==> src/rtl/rxq_pkg.sv <==
package rxq_pkg;
  typedef enum logic [1:0] {
    TAG_BODY    = 2'b00,
    TAG_FIRST   = 2'b01,
    TAG_END_OK  = 2'b10,
    TAG_END_BAD = 2'b11
  } rxq_tag_e;

  localparam int TAG_W = 2;
endpackage

==> src/rtl/rxq_ptr.sv <==
module rxq_ptr #(
  parameter int DEPTH = 19,
  localparam int AW = (DEPTH > 1) ? $clog2(DEPTH) : 1
) (
  input  logic          clk,
  input  logic          rst_n,
  input  logic          clr,
  input  logic          adv,
  output logic [AW-1:0] ptr
);
  localparam logic [AW-1:0] LAST = AW'(DEPTH - 1);

  logic [AW-1:0] ptr_q, ptr_n;
  logic          ptr_en;

  always_comb begin
    ptr_en = clr | adv;
    if (clr)               ptr_n = '0;
    else if (ptr_q == LAST) ptr_n = '0;
    else                   ptr_n = ptr_q + AW'(1);
  end

  always_ff @(posedge clk or negedge rst_n) begin
    if (!rst_n)      ptr_q <= '0;
    else if (ptr_en) ptr_q <= ptr_n;
  end

  assign ptr = ptr_q;
endmodule

==> src/rtl/rxq_store.sv <==
module rxq_store #(
  parameter int DEPTH = 19,
  parameter int WIDTH = 10,
  localparam int AW = (DEPTH > 1) ? $clog2(DEPTH) : 1
) (
  input  logic             clk,
  input  logic             we,
  input  logic [AW-1:0]    waddr,
  input  logic [WIDTH-1:0] wdata,
  input  logic [AW-1:0]    raddr,
  output logic [WIDTH-1:0] rdata
);
  logic [WIDTH-1:0] mem [DEPTH];

  always_ff @(posedge clk) begin
    if (we) mem[waddr] <= wdata;
  end

  assign rdata = mem[raddr];
endmodule

==> src/rtl/rxq_ctrl.sv <==
module rxq_ctrl #(
  parameter int DEPTH  = 19,
  parameter int THRESH = 15,
  localparam int CW = $clog2(DEPTH + 1)
) (
  input  logic clk,
  input  logic rst_n,
  input  logic flush,
  input  logic push,
  input  logic pop,
  input  logic stat_rd,
  output logic push_ok,
  output logic pop_ok,
  output logic empty,
  output logic full,
  output logic almost_full,
  output logic overflow
);
  localparam logic [CW-1:0] CNT_FULL = CW'(DEPTH);
  localparam logic [CW-1:0] CNT_THR  = CW'(THRESH);

  logic [CW-1:0] cnt_q, cnt_n;
  logic          cnt_en;
  logic          empty_q, full_q, af_q, ovf_q;
  logic          empty_n, full_n, af_n, ovf_n;
  logic          ovf_evt;

  always_comb begin
    pop_ok  = pop & ~empty_q & ~flush;
    push_ok = push & (~full_q | pop) & ~flush;
    ovf_evt = push & full_q & ~pop & ~flush;

    cnt_en = flush | (push_ok ^ pop_ok);
    if (flush)        cnt_n = '0;
    else if (push_ok && !pop_ok) cnt_n = cnt_q + CW'(1);
    else if (pop_ok && !push_ok) cnt_n = cnt_q - CW'(1);
    else              cnt_n = cnt_q;

    empty_n = (cnt_n == '0);
    full_n  = (cnt_n == CNT_FULL);
    af_n    = (cnt_n >= CNT_THR);

    if (flush)        ovf_n = 1'b0;
    else if (ovf_evt) ovf_n = 1'b1;
    else if (stat_rd) ovf_n = 1'b0;
    else              ovf_n = ovf_q;
  end

  always_ff @(posedge clk or negedge rst_n) begin
    if (!rst_n) begin
      cnt_q   <= '0;
      empty_q <= 1'b1;
      full_q  <= 1'b0;
      af_q    <= 1'b0;
    end else if (cnt_en) begin
      cnt_q   <= cnt_n;
      empty_q <= empty_n;
      full_q  <= full_n;
      af_q    <= af_n;
    end
  end

  always_ff @(posedge clk or negedge rst_n) begin
    if (!rst_n) ovf_q <= 1'b0;
    else        ovf_q <= ovf_n;
  end

  assign empty       = empty_q;
  assign full        = full_q;
  assign almost_full = af_q;
  assign overflow    = ovf_q;
endmodule

==> src/rtl/rxq_tagged_fifo.sv <==
module rxq_tagged_fifo #(
  parameter int DATA_W = 8,
  parameter int DEPTH  = 19,
  parameter int THRESH = 15
) (
  input  logic              clk,
  input  logic              rst_n,
  input  logic              flush,
  input  logic              push,
  input  logic [DATA_W-1:0] push_data,
  input  logic [1:0]        push_tag,
  input  logic              pop,
  input  logic              stat_rd,
  output logic [DATA_W-1:0] head_data,
  output logic [1:0]        head_tag,
  output logic              empty,
  output logic              full,
  output logic              almost_full,
  output logic              overflow,
  output logic              irq
);
  import rxq_pkg::*;

  localparam int AW = (DEPTH > 1) ? $clog2(DEPTH) : 1;
  localparam int EW = DATA_W + TAG_W;

  logic          push_ok, pop_ok;
  logic [AW-1:0] wr_ptr, rd_ptr;
  logic [EW-1:0] wr_entry, rd_entry;

  rxq_ctrl #(.DEPTH(DEPTH), .THRESH(THRESH)) u_ctrl (
    .clk(clk), .rst_n(rst_n), .flush(flush), .push(push), .pop(pop),
    .stat_rd(stat_rd), .push_ok(push_ok), .pop_ok(pop_ok),
    .empty(empty), .full(full), .almost_full(almost_full),
    .overflow(overflow)
  );

  rxq_ptr #(.DEPTH(DEPTH)) u_wptr (
    .clk(clk), .rst_n(rst_n), .clr(flush), .adv(push_ok), .ptr(wr_ptr)
  );

  rxq_ptr #(.DEPTH(DEPTH)) u_rptr (
    .clk(clk), .rst_n(rst_n), .clr(flush), .adv(pop_ok), .ptr(rd_ptr)
  );

  assign wr_entry = {push_tag, push_data};

  rxq_store #(.DEPTH(DEPTH), .WIDTH(EW)) u_store (
    .clk(clk), .we(push_ok), .waddr(wr_ptr), .wdata(wr_entry),
    .raddr(rd_ptr), .rdata(rd_entry)
  );

  assign head_tag  = rd_entry[EW-1 -: TAG_W];
  assign head_data = rd_entry[DATA_W-1:0];
  assign irq       = almost_full | overflow;
endmodule

==> config.mk <==
export PLATFORM = sky130hd
export DESIGN_NAME = rxq_tagged_fifo
export DESIGN_NICKNAME = d
export VERILOG_FILES = /design/src/rtl/rxq_pkg.sv /design/src/rtl/rxq_ptr.sv /design/src/rtl/rxq_store.sv /design/src/rtl/rxq_ctrl.sv /design/src/rtl/rxq_tagged_fifo.sv
export SDC_FILE = /design/constraint.sdc
export NUM_CORES = 1
export LEC_CHECK = 0
export BUFFER_PORTS_ARGS = -buffer_cell sky130_fd_sc_hd__buf_4
export CAP_MARGIN = 10
export CORE_AREA = 2 2 129 131
export DETAILED_ROUTE_END_ITERATION = 7
export DIE_AREA = 0 0 131 133
export GPL_ROUTABILITY_DRIVEN = 0
export PLACE_DENSITY = 0.71
export SYNTH_ARGS = -nofsm -noshare
export SYNTH_HDL_FRONTEND = slang
export SYNTH_SLANG_ARGS = --single-unit
export TNS_END_PERCENT = 100
==> constraint.sdc <==
create_clock -name clk -period 3.85 [get_ports clk]
set_input_delay 0.1925 -clock clk [delete_from_list [all_inputs] [get_ports clk]]
set_output_delay 0.1925 -clock clk [all_outputs]
set_load 0.01 [all_outputs]
Word level (Yosys, flattened, before mapping)
Memory sizes are Yosys's and may differ from the RTL's.
Index checks and enable logic that the tools add are counted.
{"block": "totals", "output_inout_bits": 15, "latch_bits": 0, "rom_bits": 0, "elab_cells": 51, "mem_bits_rw": 190, "register_bits": 19, "n_memories": 1, "inputBits": 16}
{"memory": "u_store.mem", "depth": 19, "word_bits": 10, "read_ports": 1, "rd_ports_with_merged_regs": 0, "wr": 1, "line_no": "rxq_store.sv:13", "source": "logic [WIDTH-1:0] mem [DEPTH];"}
{"block": "op_classes", "n_bitwise": 17, "order_cmp": 1, "n_mul": 0, "muxes": 12, "n_reduce_logical": 6, "n_shift": 0, "div": 0, "add_sub_neg": 4, "n_eq_ne": 3}
{"cell": "5-bit two-way mux", "n": 7}
{"cell": "5-bit by 1-bit adder with 5-bit output (second input constant)", "n": 3}
{"cell": "5-bit == test (second input constant)", "n": 3}
{"cell": "1-bit AND", "n": 7}
{"cell": "5-bit by 4-bit greater-or-equal comparator with 1-bit output (second input constant)", "n": 1}
{"cell": "5-bit logical NOT", "n": 1}
{"cell": "1-bit two-way mux", "n": 5}
{"cell": "1-bit bitwise OR", "n": 5}
{"cell": "5-bit by 1-bit subtractor with 5-bit output (second input constant)", "n": 1}
{"cell": "1-bit NOT", "n": 4}
{"cell": "3-bit nonzero test", "n": 1}
{"cell": "1-bit logical AND", "n": 2}
{"cell": "1-bit logical NOT", "n": 2}
{"cell": "1-bit XOR", "n": 1}

Longest topological paths before layout
{"block": "logic_depth", "word_depth": 10, "depth_mapped": 10, "ltp_nobuf": 9}

Cells and area by module
Synthesis repeated with hierarchy kept, for this count alone.
{"block": "hier_totals", "cells_unflattened": 487, "area_unflattened_um2": 8732.1}
{"mod": "rxq_store", "n_inst": 1, "area_each_um2": 7443.4, "cells_per_inst": 349, "seq_area_each_um2": 5705.5}
{"mod": "rxq_ctrl", "n_inst": 1, "area_each_um2": 719.4, "cells_per_inst": 79, "seq_area_each_um2": 226.5}
{"mod": "rxq_ptr", "n_inst": 2, "area_each_um2": 281.5, "cells_per_inst": 29, "seq_area_each_um2": 125.1}
{"mod": "rxq_tagged_fifo", "n_inst": 1, "area_each_um2": 6.3, "cells_per_inst": 1, "seq_area_each_um2": 0.0}

Worst setup path before layout
No wires, ideal clock.
{"block": "synth_path", "path_type": "register to register", "start": "register u_ctrl.full_q, in the netlist u_ctrl.full", "end": "register u_ctrl.empty_q, in the netlist u_ctrl.empty", "stages_incl_launch_ff": 11, "slack_ns": 1.623, "setup_ns": 0.105, "required_time_ns": 3.745, "arrival_time_ns": 2.122, "period_less_slack_ns": 2.227, "n_path_buf": 2, "path_cell_list": "dfrtp_1 nand2b_1 and3_1 clkbuf_1 ha_1 buf_2 and4_1 a41oi_1 mux2i_1 nand2_1 o41ai_1"}
{"block": "synth_via", "elab_chain_cells": 10, "word_cells_on_any_way": 13, "classes_between": "mux: 3; bitwise: 6; reduce/logical: 4"}
{"item": "start: declaration", "line_no": "rxq_ctrl.sv:24", "source": "logic empty_q, full_q, af_q, ovf_q;"}
{"item": "start signal: assignment", "line_no": "rxq_ctrl.sv:58", "source": "full_q <= full_n;"}
{"item": "1-bit NOT (*)", "line_no": "rxq_ctrl.sv:30", "source": "push_ok = push & (~full_q | pop) & ~flush;"}
{"item": "1-bit bitwise OR (*)", "line_no": "rxq_ctrl.sv:30"}
{"item": "1-bit AND (*) (2 in series)", "line_no": "rxq_ctrl.sv:30"}
{"item": "1-bit logical NOT", "line_no": "rxq_ctrl.sv:36", "source": "else if (pop_ok && !push_ok) cnt_n = cnt_q - CW'(1);"}
{"item": "1-bit logical AND", "line_no": "rxq_ctrl.sv:36"}
{"item": "5-bit two-way mux", "line_no": "rxq_ctrl.sv:36"}
{"item": "5-bit two-way mux", "line_no": "rxq_ctrl.sv:35", "source": "else if (push_ok && !pop_ok) cnt_n = cnt_q + CW'(1);"}
{"item": "5-bit two-way mux", "line_no": "rxq_ctrl.sv:34", "source": "if (flush) cnt_n = '0;"}
{"item": "5-bit logical NOT", "line_no": "rxq_ctrl.sv:39", "source": "empty_n = (cnt_n == '0);"}
{"item": "end signal: assignment", "line_no": "rxq_ctrl.sv:57", "source": "empty_q <= empty_n;"}
{"item": "end: declaration", "line_no": "rxq_ctrl.sv:24"}
Every way passes the cells marked *; elsewhere a longest branch is shown, timed or not.
A chain may end at the register's enable or synchronous reset.

Worst setup path after layout
{"block": "layout_path", "start": "register u_rptr.ptr_q[0], in the netlist u_rptr.ptr[0]", "end": "output port head_data[1]"}
{"block": "layout_via", "elab_chain_cells": 1}
{"item": "start: declaration", "line_no": "rxq_ptr.sv:13", "source": "logic [AW-1:0] ptr_q, ptr_n;"}
{"item": "start signal: assignment", "line_no": "rxq_ptr.sv:25", "source": "else if (ptr_en) ptr_q <= ptr_n;"}
{"item": "memory read 19 x 10 bit"}
{"item": "end: declaration", "line_no": "rxq_tagged_fifo.sv:14", "source": "output logic [DATA_W-1:0] head_data,"}
Every way passes these cells.

==> results.txt <==
LEAKAGE: 3.24 nW
die area: 17400 um^2
first-pass GRT wire length: 26.7 mm
pre-CTS setup slack: 0.849 ns
syn_nets: 497
final hold violations: 0
clk_lat worst skew: 0.50 ns
WL final: 17.4 mm
Crit Path Max Fanout: 37
VDD IR max: 0.000357 V
worst min path class: input port to flop
Clock Skew: 0.0220 ns
Req. time, crit path: 3.66 ns
Worst Max-Slew Pin Slew: 1.22 ns
Initial Util: 0.533
# nets final: 548
Most Used Layer, Global Route: met2
Root Driver: clkbuf_16
headroom to the max-slew limit: 0.181
post-DR vias/cell: 6.01
Placed Cells: 714
total track usage: 0.208
Slowest-stage cell, CP: dfrtp_2
top cell type's share of synthesized area: 0.662
Setup Buffers After CTS: 0
status: complete, no violations
post-synth cell types: 48
crit share post-route: 0.903
Die Ht: 133 um
critical-path cell list: buf_4 -> mux4_2 -> mux2i_1 -> a221oi_1 -> buf_4
initial antenna violation count: 0
gr ovfl total: 0
worst endpoint data arrival time: 3.28 ns
Max Slew Vio Count: 0
ANT nets after route: 0
Seq cells post-synth: 209
I/O pin cnt: 31
area grow syn2layout: 13.9%
PostCTS Resize Cnt: 0
Worst setup EP type: output pin
GRT met2 Usage: 0.349
Ys Warns: 0
fill cell total of the finished layout: 1125
CTS buffer count: 22
pwr dens: 504 nW/um^2
startpoint types: flop
Post-synth top cells: edfxtp_1 (190), mux4_2 (32), nor2_1 (28), nand2_1 (22), mux2i_1 (21)
Mapped Area: 8620 um^2
Slowest Stage Delay on Critical Path: 1.05 ns
Ant. Diodes: 0
clock tree buffer depth: 3
syn avg cell area: 18.3 um^2
Port Buf Inserts: 30
maximum clock rate: 288 MHz
Post-DP HPWL: 11.0 mm
largest area contributor in the netlist: edfxtp_1
post-synthesis sequential area ratio: 0.717
top-count cell post-synth: edfxtp_1
DR vias: 4529
ys async rst share: 0.0909
RSZ-0062 raised after global routing: false
CTS tree: built
vias in the first global route: 4569
Final setup violation count: 0
Post-Layout Cell Count: 754
CP dominant cell by count: buf_4
setup ws final: 0.374 ns
Initial DRT Pass Iterations: 4
CP Class: flop to output pin
Post-synth EDFFs: 190
largest net degree at the start of global routing: 38
setup TNS: 0 ns
WL per Instance: 23.1 um
GR Util met3: 0.0328
share of cells above drive strength 1: 0.236
Worst-path clk slew: 0.06 ns
DR iter-0 viols: 348
htree depth: 1
core area: 16200 um^2
Final min period: 3.48 ns
Row Count: 47
CTS sink cnt: 209
Residual DRC: 0
Pwr Total: 4.95 mW
GRT met1 Usage: 0.292
Synth Flop Type: edfxtp_1
Die W: 131 um
post-synthesis cell count: 471
synth top area cells: edfxtp_1 (66%), mux4_2 (8.4%), dfrtp_1 (5.2%), mux2i_1 (2.4%), mux4_1 (2.4%)
Max Cap Violations: 0
[layer usage]
layer  vias to the layer above  wire length [um]
met1                      2349              7300
li1                       2008                 -
met5                         -                 0
met2                       148              8950
met3                        24               955
met4                         0               241
[layout make-up]
| class | instances | area (um^2) | area share |
|---|---|---|---|
| Tap cell | 220 | 275 | 0.0280 |
| Sequential cell | 209 | 6180 | 0.630 |
| Clock buffer | 25 | 562 | 0.0572 |
| Timing Repair Buffer | 51 | 393 | 0.0400 |
| Inverter | 10 | 37.5 | 0.00382 |
| Multi-Input combinational cell | 228 | 2260 | 0.230 |
| Clock inverter | 11 | 110 | 0.0112 |
[final timing paths]
kind                               start           endpoint  slack, ns  depth (start not counted)
min reg2reg                 u_ctrl.empty       u_ctrl.empty       0.49                          2
min in group asynchronous          rst_n    u_ctrl.cnt_q[2]       0.12                          2
max                        u_rptr.ptr[0]       head_data[1]       0.37                          5
max reg2reg                  u_ctrl.full       u_ctrl.empty       1.43                          8
min                         push_data[2]  u_store.mem[6][2]       0.03                          1
max in group asynchronous          rst_n       u_ctrl.empty       3.46                          2
[critical path: cells and delay by family (launching register included)]
family	cells	cell delay [ns]
buf+inv	2	0.63
mux	2	0.93
compound gates	1	0.15
flops	1	1.05
[kinds of logic (layout without fill, tap and decap cells)]
| logic type | Yosys count | count (layout) | share of synthesized area |
|---|---|---|---|
| muxes | 72 | 72 | 0.147 |
| xor gates and xnor gates | 3 | 3 | 0.00305 |
| adders and majority gates | 10 | 10 | 0.0145 |
| AOI/OAI and AO/OA | 50 | 50 | 0.0432 |
| DFF | 209 | 209 | 0.717 |
| buffers and inverters | 34 | 97 | 0.0209 |
| and+or+nand+nor | 93 | 93 | 0.0546 |
[per-stage QoR]
stage,area (um^2),utilization,hold slack [ns]
2_1_floorplan,8620,-,-0.103
3_5_place_dp,9110,0.563,0.0843
4_1_cts,9820,0.607,0.0105
3_3_place_gp,9110,0.563,0.0791
6_report,9820,0.607,0.0269
5_1_grt,9820,0.607,0.0259
[timing repair]
| action | CTS | global route |
|---|---|---|
| setup endpoints to repair | 0 | 0 |
| hold endpoints to repair | 22 | 0 |
| hold buffers | 4 | 0 |
[cells in the final DEF (no fill, tap or decap), types with 2 or more instances in the layout]
master and n:
clkinv_1 5, clkbuf_16 22, dfrtp_1 16, nor2b_1 15, and4_1 2, buf_4 47
dlygate4sd3_1 4, a2111oi_0 7, o21ai_0 15, a2111oi_2 3, edfxtp_1 190, dfrtp_2 2
inv_1 10, ha_1 10, a31oi_1 2, bufinv_16 2, mux4_1 8, clkinv_2 3
a221oi_1 10, mux2i_1 21, nand4_1 3, mux4_2 32, a21oi_1 5, clkbuf_1 3
nand3_1 5, a22o_1 2, nand2b_1 3, nor2_1 28, or3_1 5, mux2_2 11
nand2_1 22, xor2_1 2
[power breakdown]
| group | internal, mW | leakage (nW) | total [mW] | switching, mW |
|---|---|---|---|---|
| clock network | 1.17 | 0.329 | 1.97 | 0.796 |
| logic | 0.224 | 0.944 | 0.418 | 0.194 |
| registers | 2.50 | 1.97 | 2.56 | 0.0577 |
| total | 3.90 | 3.24 | 4.95 | 1.05 |
[flip-flops by register name (all words and copies together) (netlist names)]
signal	flops
u_ctrl.almost_full	1
u_wptr.ptr	5
u_ctrl.full	1
u_ctrl.cnt_q	5
u_rptr.ptr	5
u_ctrl.empty	1
u_ctrl.overflow	1
u_store.mem	190
Note: power is estimated with default switching activity, not from simulation.
